File: config.mk
export PLATFORM = sky130hd
export DESIGN_NAME = irq_dist_bank
export DESIGN_NICKNAME = d
export VERILOG_FILES = /design/src/rtl/irqd_pkg.sv /design/src/rtl/irqd_wr_decode.sv /design/src/rtl/irqd_edge_det.sv /design/src/rtl/irq_dist_bank.sv
export SDC_FILE = /design/constraint.sdc
export NUM_CORES = 1
export LEC_CHECK = 0
export BUFFER_PORTS_ARGS = -buffer_cell sky130_fd_sc_hd__buf_4
export CORE_AREA = 2 2 261 263
export DETAILED_ROUTE_END_ITERATION = 6
export DIE_AREA = 0 0 263 265
export GPL_TIMING_DRIVEN = 0
export PLACE_DENSITY = 0.68
export RECOVER_POWER = 100
export SLEW_MARGIN = 5
export SYNTH_ARGS = -nofsm -noshare
export SYNTH_HDL_FRONTEND = slang
export SYNTH_SLANG_ARGS = --single-unit
File: constraint.sdc
create_clock -name clk_i -period 1.4 [get_ports clk_i]
set_input_delay 0.07 -clock clk_i [delete_from_list [all_inputs] [get_ports clk_i]]
set_output_delay 0.07 -clock clk_i [all_outputs]
set_load 0.05 [all_outputs]
File: src/rtl/irqd_pkg.sv
package irqd_pkg;
  localparam int ADDR_W     = 10;
  localparam int IDX_W      = 7;
  localparam int FORCED_IRQ = 16;
  localparam int BANKED_IRQ = 32;

  typedef enum logic [2:0] {
    WIN_RSVD0  = 3'd0,
    WIN_RSVD1  = 3'd1,
    WIN_EN_SET = 3'd2,
    WIN_EN_CLR = 3'd3,
    WIN_PD_SET = 3'd4,
    WIN_PD_CLR = 3'd5,
    WIN_ACT0   = 3'd6,
    WIN_ACT1   = 3'd7
  } win_e;
endpackage

File: src/rtl/irqd_wr_decode.sv
module irqd_wr_decode
  import irqd_pkg::*;
#(
  parameter int NUM_CPU = 4,
  parameter int NUM_IRQ = 64,
  localparam int CPU_W  = $clog2(NUM_CPU),
  localparam int NUM_BYTE = NUM_IRQ / 8,
  localparam int VEC_W  = NUM_CPU * NUM_IRQ
) (
  input  logic                       wr_i,
  input  logic [ADDR_W-1:0]          wr_addr_i,
  input  logic [7:0]                 wr_data_i,
  input  logic [CPU_W-1:0]           wr_cpu_i,
  input  logic [NUM_IRQ-1:0]         level_i,
  input  logic [NUM_IRQ-1:0]         trig_i,
  input  logic [NUM_IRQ*NUM_CPU-1:0] tgt_i,
  output logic [VEC_W-1:0]           en_set_o,
  output logic [VEC_W-1:0]           en_clr_o,
  output logic [VEC_W-1:0]           pd_set_o,
  output logic [VEC_W-1:0]           pd_clr_o,
  output logic                       bad_o
);
  win_e             win;
  logic [IDX_W-1:0] idx;
  logic             idx_ok, live;

  always_comb begin
    win    = win_e'(wr_addr_i[ADDR_W-1:IDX_W]);
    idx    = wr_addr_i[IDX_W-1:0];
    idx_ok = int'(idx) < NUM_BYTE;
    live   = wr_i && idx_ok;
    bad_o  = wr_i && ((win == WIN_ACT0) || (win == WIN_ACT1) ||
                      ((win inside {WIN_EN_SET, WIN_EN_CLR, WIN_PD_SET, WIN_PD_CLR}) && !idx_ok));
  end

  always_comb begin
    en_set_o = '0;
    en_clr_o = '0;
    pd_set_o = '0;
    pd_clr_o = '0;
    for (int n = 0; n < NUM_IRQ; n++) begin
      logic in_byte, hit, se, intl;
      in_byte = live && ((n / 8) == int'(idx));
      hit     = in_byte && wr_data_i[n % 8];
      intl    = n < BANKED_IRQ;
      se      = in_byte && (win == WIN_EN_SET) && (wr_data_i[n % 8] || (n < FORCED_IRQ));
      for (int c = 0; c < NUM_CPU; c++) begin
        logic mine, bank, route;
        mine  = c == int'(wr_cpu_i);
        bank  = intl ? mine : 1'b1;
        route = intl ? mine : tgt_i[n*NUM_CPU + c];
        en_set_o[c*NUM_IRQ + n] = se && bank;
        en_clr_o[c*NUM_IRQ + n] = hit && (win == WIN_EN_CLR) && (n >= FORCED_IRQ) && bank;
        // enabling a high level line pends it
        pd_set_o[c*NUM_IRQ + n] = route && ((se && !trig_i[n] && level_i[n]) ||
                                            (hit && (win == WIN_PD_SET)));
        pd_clr_o[c*NUM_IRQ + n] = hit && (win == WIN_PD_CLR);
      end
    end
  end
endmodule

File: src/rtl/irqd_edge_det.sv
module irqd_edge_det #(
  parameter int NUM_IRQ = 64
) (
  input  logic               clk_i,
  input  logic               rst_ni,
  input  logic [NUM_IRQ-1:0] level_i,
  output logic [NUM_IRQ-1:0] rise_o
);
  logic [NUM_IRQ-1:0] prev_q;

  always_ff @(posedge clk_i or negedge rst_ni) begin
    if (!rst_ni) prev_q <= '0;
    else         prev_q <= level_i;
  end

  assign rise_o = level_i & ~prev_q;
endmodule

File: src/rtl/irq_dist_bank.sv
module irq_dist_bank
  import irqd_pkg::*;
#(
  parameter int NUM_CPU = 4,
  parameter int NUM_IRQ = 64,
  localparam int CPU_W  = $clog2(NUM_CPU),
  localparam int VEC_W  = NUM_CPU * NUM_IRQ
) (
  input  logic                       clk_i,
  input  logic                       rst_ni,
  input  logic                       wr_i,
  input  logic [ADDR_W-1:0]          wr_addr_i,
  input  logic [7:0]                 wr_data_i,
  input  logic [CPU_W-1:0]           wr_cpu_i,
  input  logic [NUM_IRQ-1:0]         level_i,
  input  logic [NUM_IRQ-1:0]         trig_i,
  input  logic [NUM_IRQ*NUM_CPU-1:0] tgt_i,
  output logic [VEC_W-1:0]           pend_o,
  output logic                       err_o
);
  function automatic logic [VEC_W-1:0] rst_en_f();
    logic [VEC_W-1:0] v;
    v = '0;
    for (int c = 0; c < NUM_CPU; c++)
      for (int n = 0; n < FORCED_IRQ; n++) v[c*NUM_IRQ + n] = 1'b1;
    return v;
  endfunction

  localparam logic [VEC_W-1:0] RST_EN = rst_en_f();

  logic [VEC_W-1:0]   en_q, pd_q;
  logic [VEC_W-1:0]   en_set, en_clr, pd_set, pd_clr, pd_edge;
  logic [NUM_IRQ-1:0] rise;
  logic               bad, err_q;

  irqd_wr_decode #(.NUM_CPU(NUM_CPU), .NUM_IRQ(NUM_IRQ)) i_dec (
    .wr_i     (wr_i),
    .wr_addr_i(wr_addr_i),
    .wr_data_i(wr_data_i),
    .wr_cpu_i (wr_cpu_i),
    .level_i  (level_i),
    .trig_i   (trig_i),
    .tgt_i    (tgt_i),
    .en_set_o (en_set),
    .en_clr_o (en_clr),
    .pd_set_o (pd_set),
    .pd_clr_o (pd_clr),
    .bad_o    (bad)
  );

  irqd_edge_det #(.NUM_IRQ(NUM_IRQ)) i_edge (
    .clk_i  (clk_i),
    .rst_ni (rst_ni),
    .level_i(level_i),
    .rise_o (rise)
  );

  always_comb begin
    pd_edge = '0;
    for (int c = 0; c < NUM_CPU; c++)
      for (int n = 0; n < NUM_IRQ; n++)
        pd_edge[c*NUM_IRQ + n] = rise[n] && trig_i[n] && en_q[c*NUM_IRQ + n] &&
                                 ((n < BANKED_IRQ) || tgt_i[n*NUM_CPU + c]);
  end

  always_ff @(posedge clk_i or negedge rst_ni) begin
    if (!rst_ni) begin
      en_q  <= RST_EN;
      pd_q  <= '0;
      err_q <= 1'b0;
    end else begin
      en_q  <= (en_q & ~en_clr) | en_set;
      pd_q  <= (pd_q & ~pd_clr) | pd_set | pd_edge;  // set wins over clear
      err_q <= bad;
    end
  end

  assign pend_o = pd_q & en_q;
  assign err_o  = err_q;
endmodule

* Word-level counts from Yosys, hierarchy flattened
Cells that the tools add are included.
** Operators by class
- Add/sub/neg operators :: 0
- Multiply operators :: 0
- Div/mod/pow operators :: 0
- Order comparisons :: 1
- Eq/ne operators :: 16
- Shift operators :: 0
- Mux-type cells :: 0
- Bitwise gates (word level) :: 10
- Reduce and logical (&&, ||, !) cells :: 1409
** Operators with widths (count)
- 1-bit logical AND :: 1275
- 256-bit AND :: 3
- 256-bit bitwise OR :: 3
- 256-bit NOT :: 2
- 1-bit logical OR :: 66
- 1-bit zero test :: 65
- 64-bit AND :: 1
- 64-bit NOT :: 1
- 4-bit by 7-bit == test with 1-bit output, first input constant :: 4
- 3-bit by 7-bit == test with 1-bit output, first input constant :: 2
- 3-bit == test, second input constant :: 4
- 2-bit by 7-bit == test with 1-bit output, first input constant :: 1
- 7-bit zero test :: 1
- 7-bit by 4-bit < comparator with 1-bit output, second input constant :: 1
- 3-bit by 2-bit == test with 1-bit output, second input constant :: 2
- 2-bit == test, first input constant :: 2
- 4-bit nonzero test :: 1
- 1-bit by 2-bit == test with 1-bit output, first input constant :: 1
- 2-bit zero test :: 1
** Word-level totals
- Bits in registers :: 577
- Latch bits :: 0
- Memory bits (writable) :: 0
- Memory bits (read-only) :: 0
- Bits of input ports :: 407
- Output and inout bits :: 257
- Logic and storage cells :: 1440
- Memories :: 0

* Longest topological paths before layout
- Depth in word-level cells :: 11
- Mapped depth :: 8
- Gate-level depth less buffers :: 4

* Hierarchy
A second synthesis with hierarchy kept.
** Unflattened totals
- Cell total of the unflattened synthesis :: 3351
- Area, all modules :: 32497.4 um2
** Modules (own cells, without submodules)
- irq_dist_bank :: times used 1, cells each 1857, area each 21725.8 um2
- irqd_wr_decode :: times used 1, cells each 1366, area each 8289.2 um2
- irqd_edge_det :: times used 1, cells each 128, area each 2482.4 um2

* Worst setup path before layout
Ideal clock, no wire load.
- Path kind :: input to register
- Start :: in wr_addr_i[3]
- End :: reg pd_q[215]
- Arrival time :: 1.605 ns
- Data required time :: 1.336 ns
- Slack :: -0.270 ns
- Stages :: 6
- Buffers on the path :: 2
- Cells stage by stage :: or4_4 buf_6 or3_1 buf_6 nor3_4 a21o_1
** Between the ends
- Cells in the longest elaborated chain, start to end :: 11
** RTL lines
- start, declared :: line irq_dist_bank.sv:12 : input logic [ADDR_W-1:0] wr_addr_i,
- 7-bit by 4-bit < comparator with 1-bit output :: line irqd_wr_decode.sv:30 : idx_ok = int'(idx) < NUM_BYTE;
- 1-bit logical AND :: line irqd_wr_decode.sv:31 : live = wr_i && idx_ok;
- 1-bit logical AND (*) :: line irqd_wr_decode.sv:43 : in_byte = live && ((n / 8) == int'(idx));
- 1-bit logical AND (2 in series) :: line irqd_wr_decode.sv:46 : se = in_byte && (win == WIN_EN_SET) && (wr_data_i[n % 8] || (n < FORCED_IRQ));
- 1-bit logical AND (2 in series) :: line irqd_wr_decode.sv:55 : pd_set_o[c*NUM_IRQ + n] = route && ((se && !trig_i[n] && level_i[n]) ||
- 1-bit logical OR :: line irqd_wr_decode.sv:55
- 1-bit logical AND :: line irqd_wr_decode.sv:55
- 256-bit bitwise OR (*) (2 in series) :: line irq_dist_bank.sv:73 : pd_q <= (pd_q & ~pd_clr) | pd_set | pd_edge;
- end signal, assigned :: line irq_dist_bank.sv:73
- end, declared :: line irq_dist_bank.sv:31 : logic [VEC_W-1:0] en_q, pd_q;
Mark *: on every way between the ends. The rest lies on a longest branch, timed or not.

* Worst setup path in the final report
- Start :: reg en_q[64]
- End :: out pend_o[64]
** Between the ends
- Cells in the longest elaborated chain, start to end :: 1
** RTL lines
- start, declared :: line irq_dist_bank.sv:31
- start signal, assigned :: line irq_dist_bank.sv:72 : en_q <= (en_q & ~en_clr) | en_set;
- 256-bit AND :: line irq_dist_bank.sv:78 : assign pend_o = pd_q & en_q;
- end, declared :: line irq_dist_bank.sv:18 : output logic [VEC_W-1:0] pend_o,
No other way between the ends.

==> metrics.txt <==
most frequent cell after synthesis dfrtp_1; drt first pass iters 6; Setup crit end kind primary output; die span in x around 260 µm; Layout Skew 0.0366 ns; Critical Path Source Type register; RSZ-0062 raised after global routing yes; final setup TNS -16.58 ns; initial antenna violation count 22; Ys Warns 0; Achievable Freq about 640 MHz; Wirelength per Cell 24.6 µm; Lkg Pwr a little over 20 nW; max-cap violations 0; die footprint between 0.06 and 0.07 mm²; min Tclk post-route approximately 1.6 ns; vias in the first global route about 28k; Cell variety after synth between 40 and 50; area of the core 0.0668 mm²; TritonCTS Buffers 66; top post-synthesis cells by area dfrtp_1 48%, o21ai_0 6.7%, dfstp_2 6.4%, and2_1 5.7%, nand2_1 5.4%; IR Drop Worst-Case VDD around 0.92 mV; post-layout util between 60% and 70%; global-route wire length before repair around 170000 µm; Final WS setup -0.155 ns; CP Data Required Time around 1.3 ns; Tcrit/Tclk final 111%; htree depth 3; CTS tree done; synthesized instance count 2757; number of synthesized flops with an enable pin 0; Clk Latency, worst-skew pair 0.63 ns; initial core utilization approximately 40%; Finished Cell Area between 0.04 and 0.05 mm²; Final Hold Vio Count between 90 and 100; wirelength, routed between 100000 and 150000 µm; crit path kind reg2out; failing checks hold timing, setup timing; top_reg_cell synth dfrtp_1; top cells by count, synth 513 x dfrtp_1, 380 x nand2_1, 356 x o21ai_0; I/O Pins approximately 660; min-delay worst type in2async; clk buf depth 3; Rel. slew slack 26.5%; Synth-to-Final Area Change 55.6%; CTS Root Cell clkbuf_16; number of setup violations in the final report about 340; hold-fix buffers at CTS 250; Placed Area roughly 0.032 mm²; Remaining DRCs 0; die height about 270 µm; fraction of layout cells with a size suffix above 1 between 30 and 40%; nets 4320; port bufs 534; total congestion overflow 0; routed via count roughly 27k; Total Routing Usage GR around a third; Yosys top cell area share between 40% and 50%; GP Congestion 0.893; clock-pin slew on the worst setup and hold paths 0.06 ns; via/cell ratio 5.67; Synth area leader dfrtp_1; pin count of the biggest net entering global routing ~120; Post-Place Setup Slack -1.30 ns; Crit path arrival time between 1 and 1.5 ns; Hold WS -0.465 ns; drt first-iter violations ~2.9k; CTS Sinks approximately 580; register area share after synthesis 54.8%; FILL cells roughly 5.4k; Detailed Place HPWL roughly 80000 µm; fin. max-slew vios 0; Slew @ Worst Pin between 1 and 1.5 ns; syn_nets around 3.2k; Pwr Density 954 mW/mm²; Yosys reg bits around 580; DRT antenna net count 0; Mean Syn Cell Area 9.61 µm²; # rows 95; CP Max Fanout 3; synthesized area between 0.02 and 0.03 mm²; Async S/R FF share, synth 100%; outcome finished with violations
-- cells in the final DEF (no fill, tap or decap), types with 37 or more instances in the layout --
master,n
clkbuf_16,68
nor2_1,41
dfstp_2,64
buf_4,489
o21ai_1,75
o221ai_1,64
buf_8,114
nand3_1,212
clkbuf_2,55
a22oi_1,64
o211ai_1,40
nand4_1,62
or2_2,48
and2_4,230
dlygate4sd3_1,249
buf_6,144
dfrtp_1,512
a21o_1,40
inv_1,145
nand2b_1,37
o21ai_0,299
nand2_1,372
clkbuf_1,126
-- cell type report --
class,count,area (µm²),area share (%)
Tap cell,873,1090,2.65
Timing Repair Buffer,1091,10200,24.7
Clock inverter,29,415,1.01
Buffer,126,702,1.70
Clock buffer,88,1850,4.48
Inverter,163,612,1.49
Multi-Input combinational cell,1888,11800,28.7
Sequential cell,577,14500,35.2
Antenna cell,9,22.5,0.0547
-- sequential cells by signal, indices dropped and copies added (netlist names) --
signal         count
en_q             256
pd_q             256
i_edge.prev_q     64
err_o              1
-- logic make-up after synthesis --
family / synth area share [%]
DFF: 54.8
muxes: 1.21
buffers and inverters: 4.24
AOI/OAI and AO/OA: 15.0
and+or+nand+nor: 24.7
-- power by group --
group / switching [mW] / total, mW / internal, mW
registers: 0.215 / 17.3 / 17.1
logic: 2.17 / 3.71 / 1.54
clock network: 7.57 / 18.3 / 10.7
total: 9.95 / 39.3 / 29.3
-- worst paths after layout --
| kind | startpoint | endpoint | slack, ns | cells after the start |
|---|---|---|---|---|
| min | rst_ni | pd_q[167]$_DFF_PN0_ | -0.47 | 1 |
| min in group clk_i | wr_data_i[4] | pd_q[244]$_DFF_PN0_ | 0.01 | 5 |
| max in group asynchronous | rst_ni | en_q[218]$_DFF_PN0_ | 0.15 | 3 |
| max | en_q[64]$_DFF_PN1_ | pend_o[64] | -0.15 | 2 |
| max reg2reg | en_q[214]$_DFF_PN0_ | pd_q[214]$_DFF_PN0_ | 0.32 | 5 |
| min reg2reg | pd_q[39]$_DFF_PN0_ | pd_q[39]$_DFF_PN0_ | 0.49 | 2 |
-- critical path: stages (launching register included) --
cell and delay [ns]:
dfstp_2 0.54, and2_4 0.17, buf_8 0.15
-- timing repair --
action,CTS,global route
endpoints found under the hold margin,382,95
buffers inserted,221,80
pin swaps,42,48
endpoints found under the setup margin,768,569
gates resized for setup,682,122
gates cloned,0,2
-- layer usage --
| metal | track usage, % | wire (µm) |
|---|---|---|
| met5 | 0 | 179 |
| met4 | 16.8 | 6740 |
| met3 | 8.29 | 10800 |
| met2 | 53.3 | 55100 |
| met1 | 41.7 | 46200 |
-- through the flow --
| step | cells | power [mW] |
|---|---|---|
| floorplan | 2757 | 18.6 |
| global placement | 4164 | 20.3 |
| detailed placement | 4169 | 20.4 |
| CTS | 4754 | 39.3 |
| global route | 4838 | 40.4 |
| finish | 4844 | 39.3 |
Power figures use the tool's default switching activity.
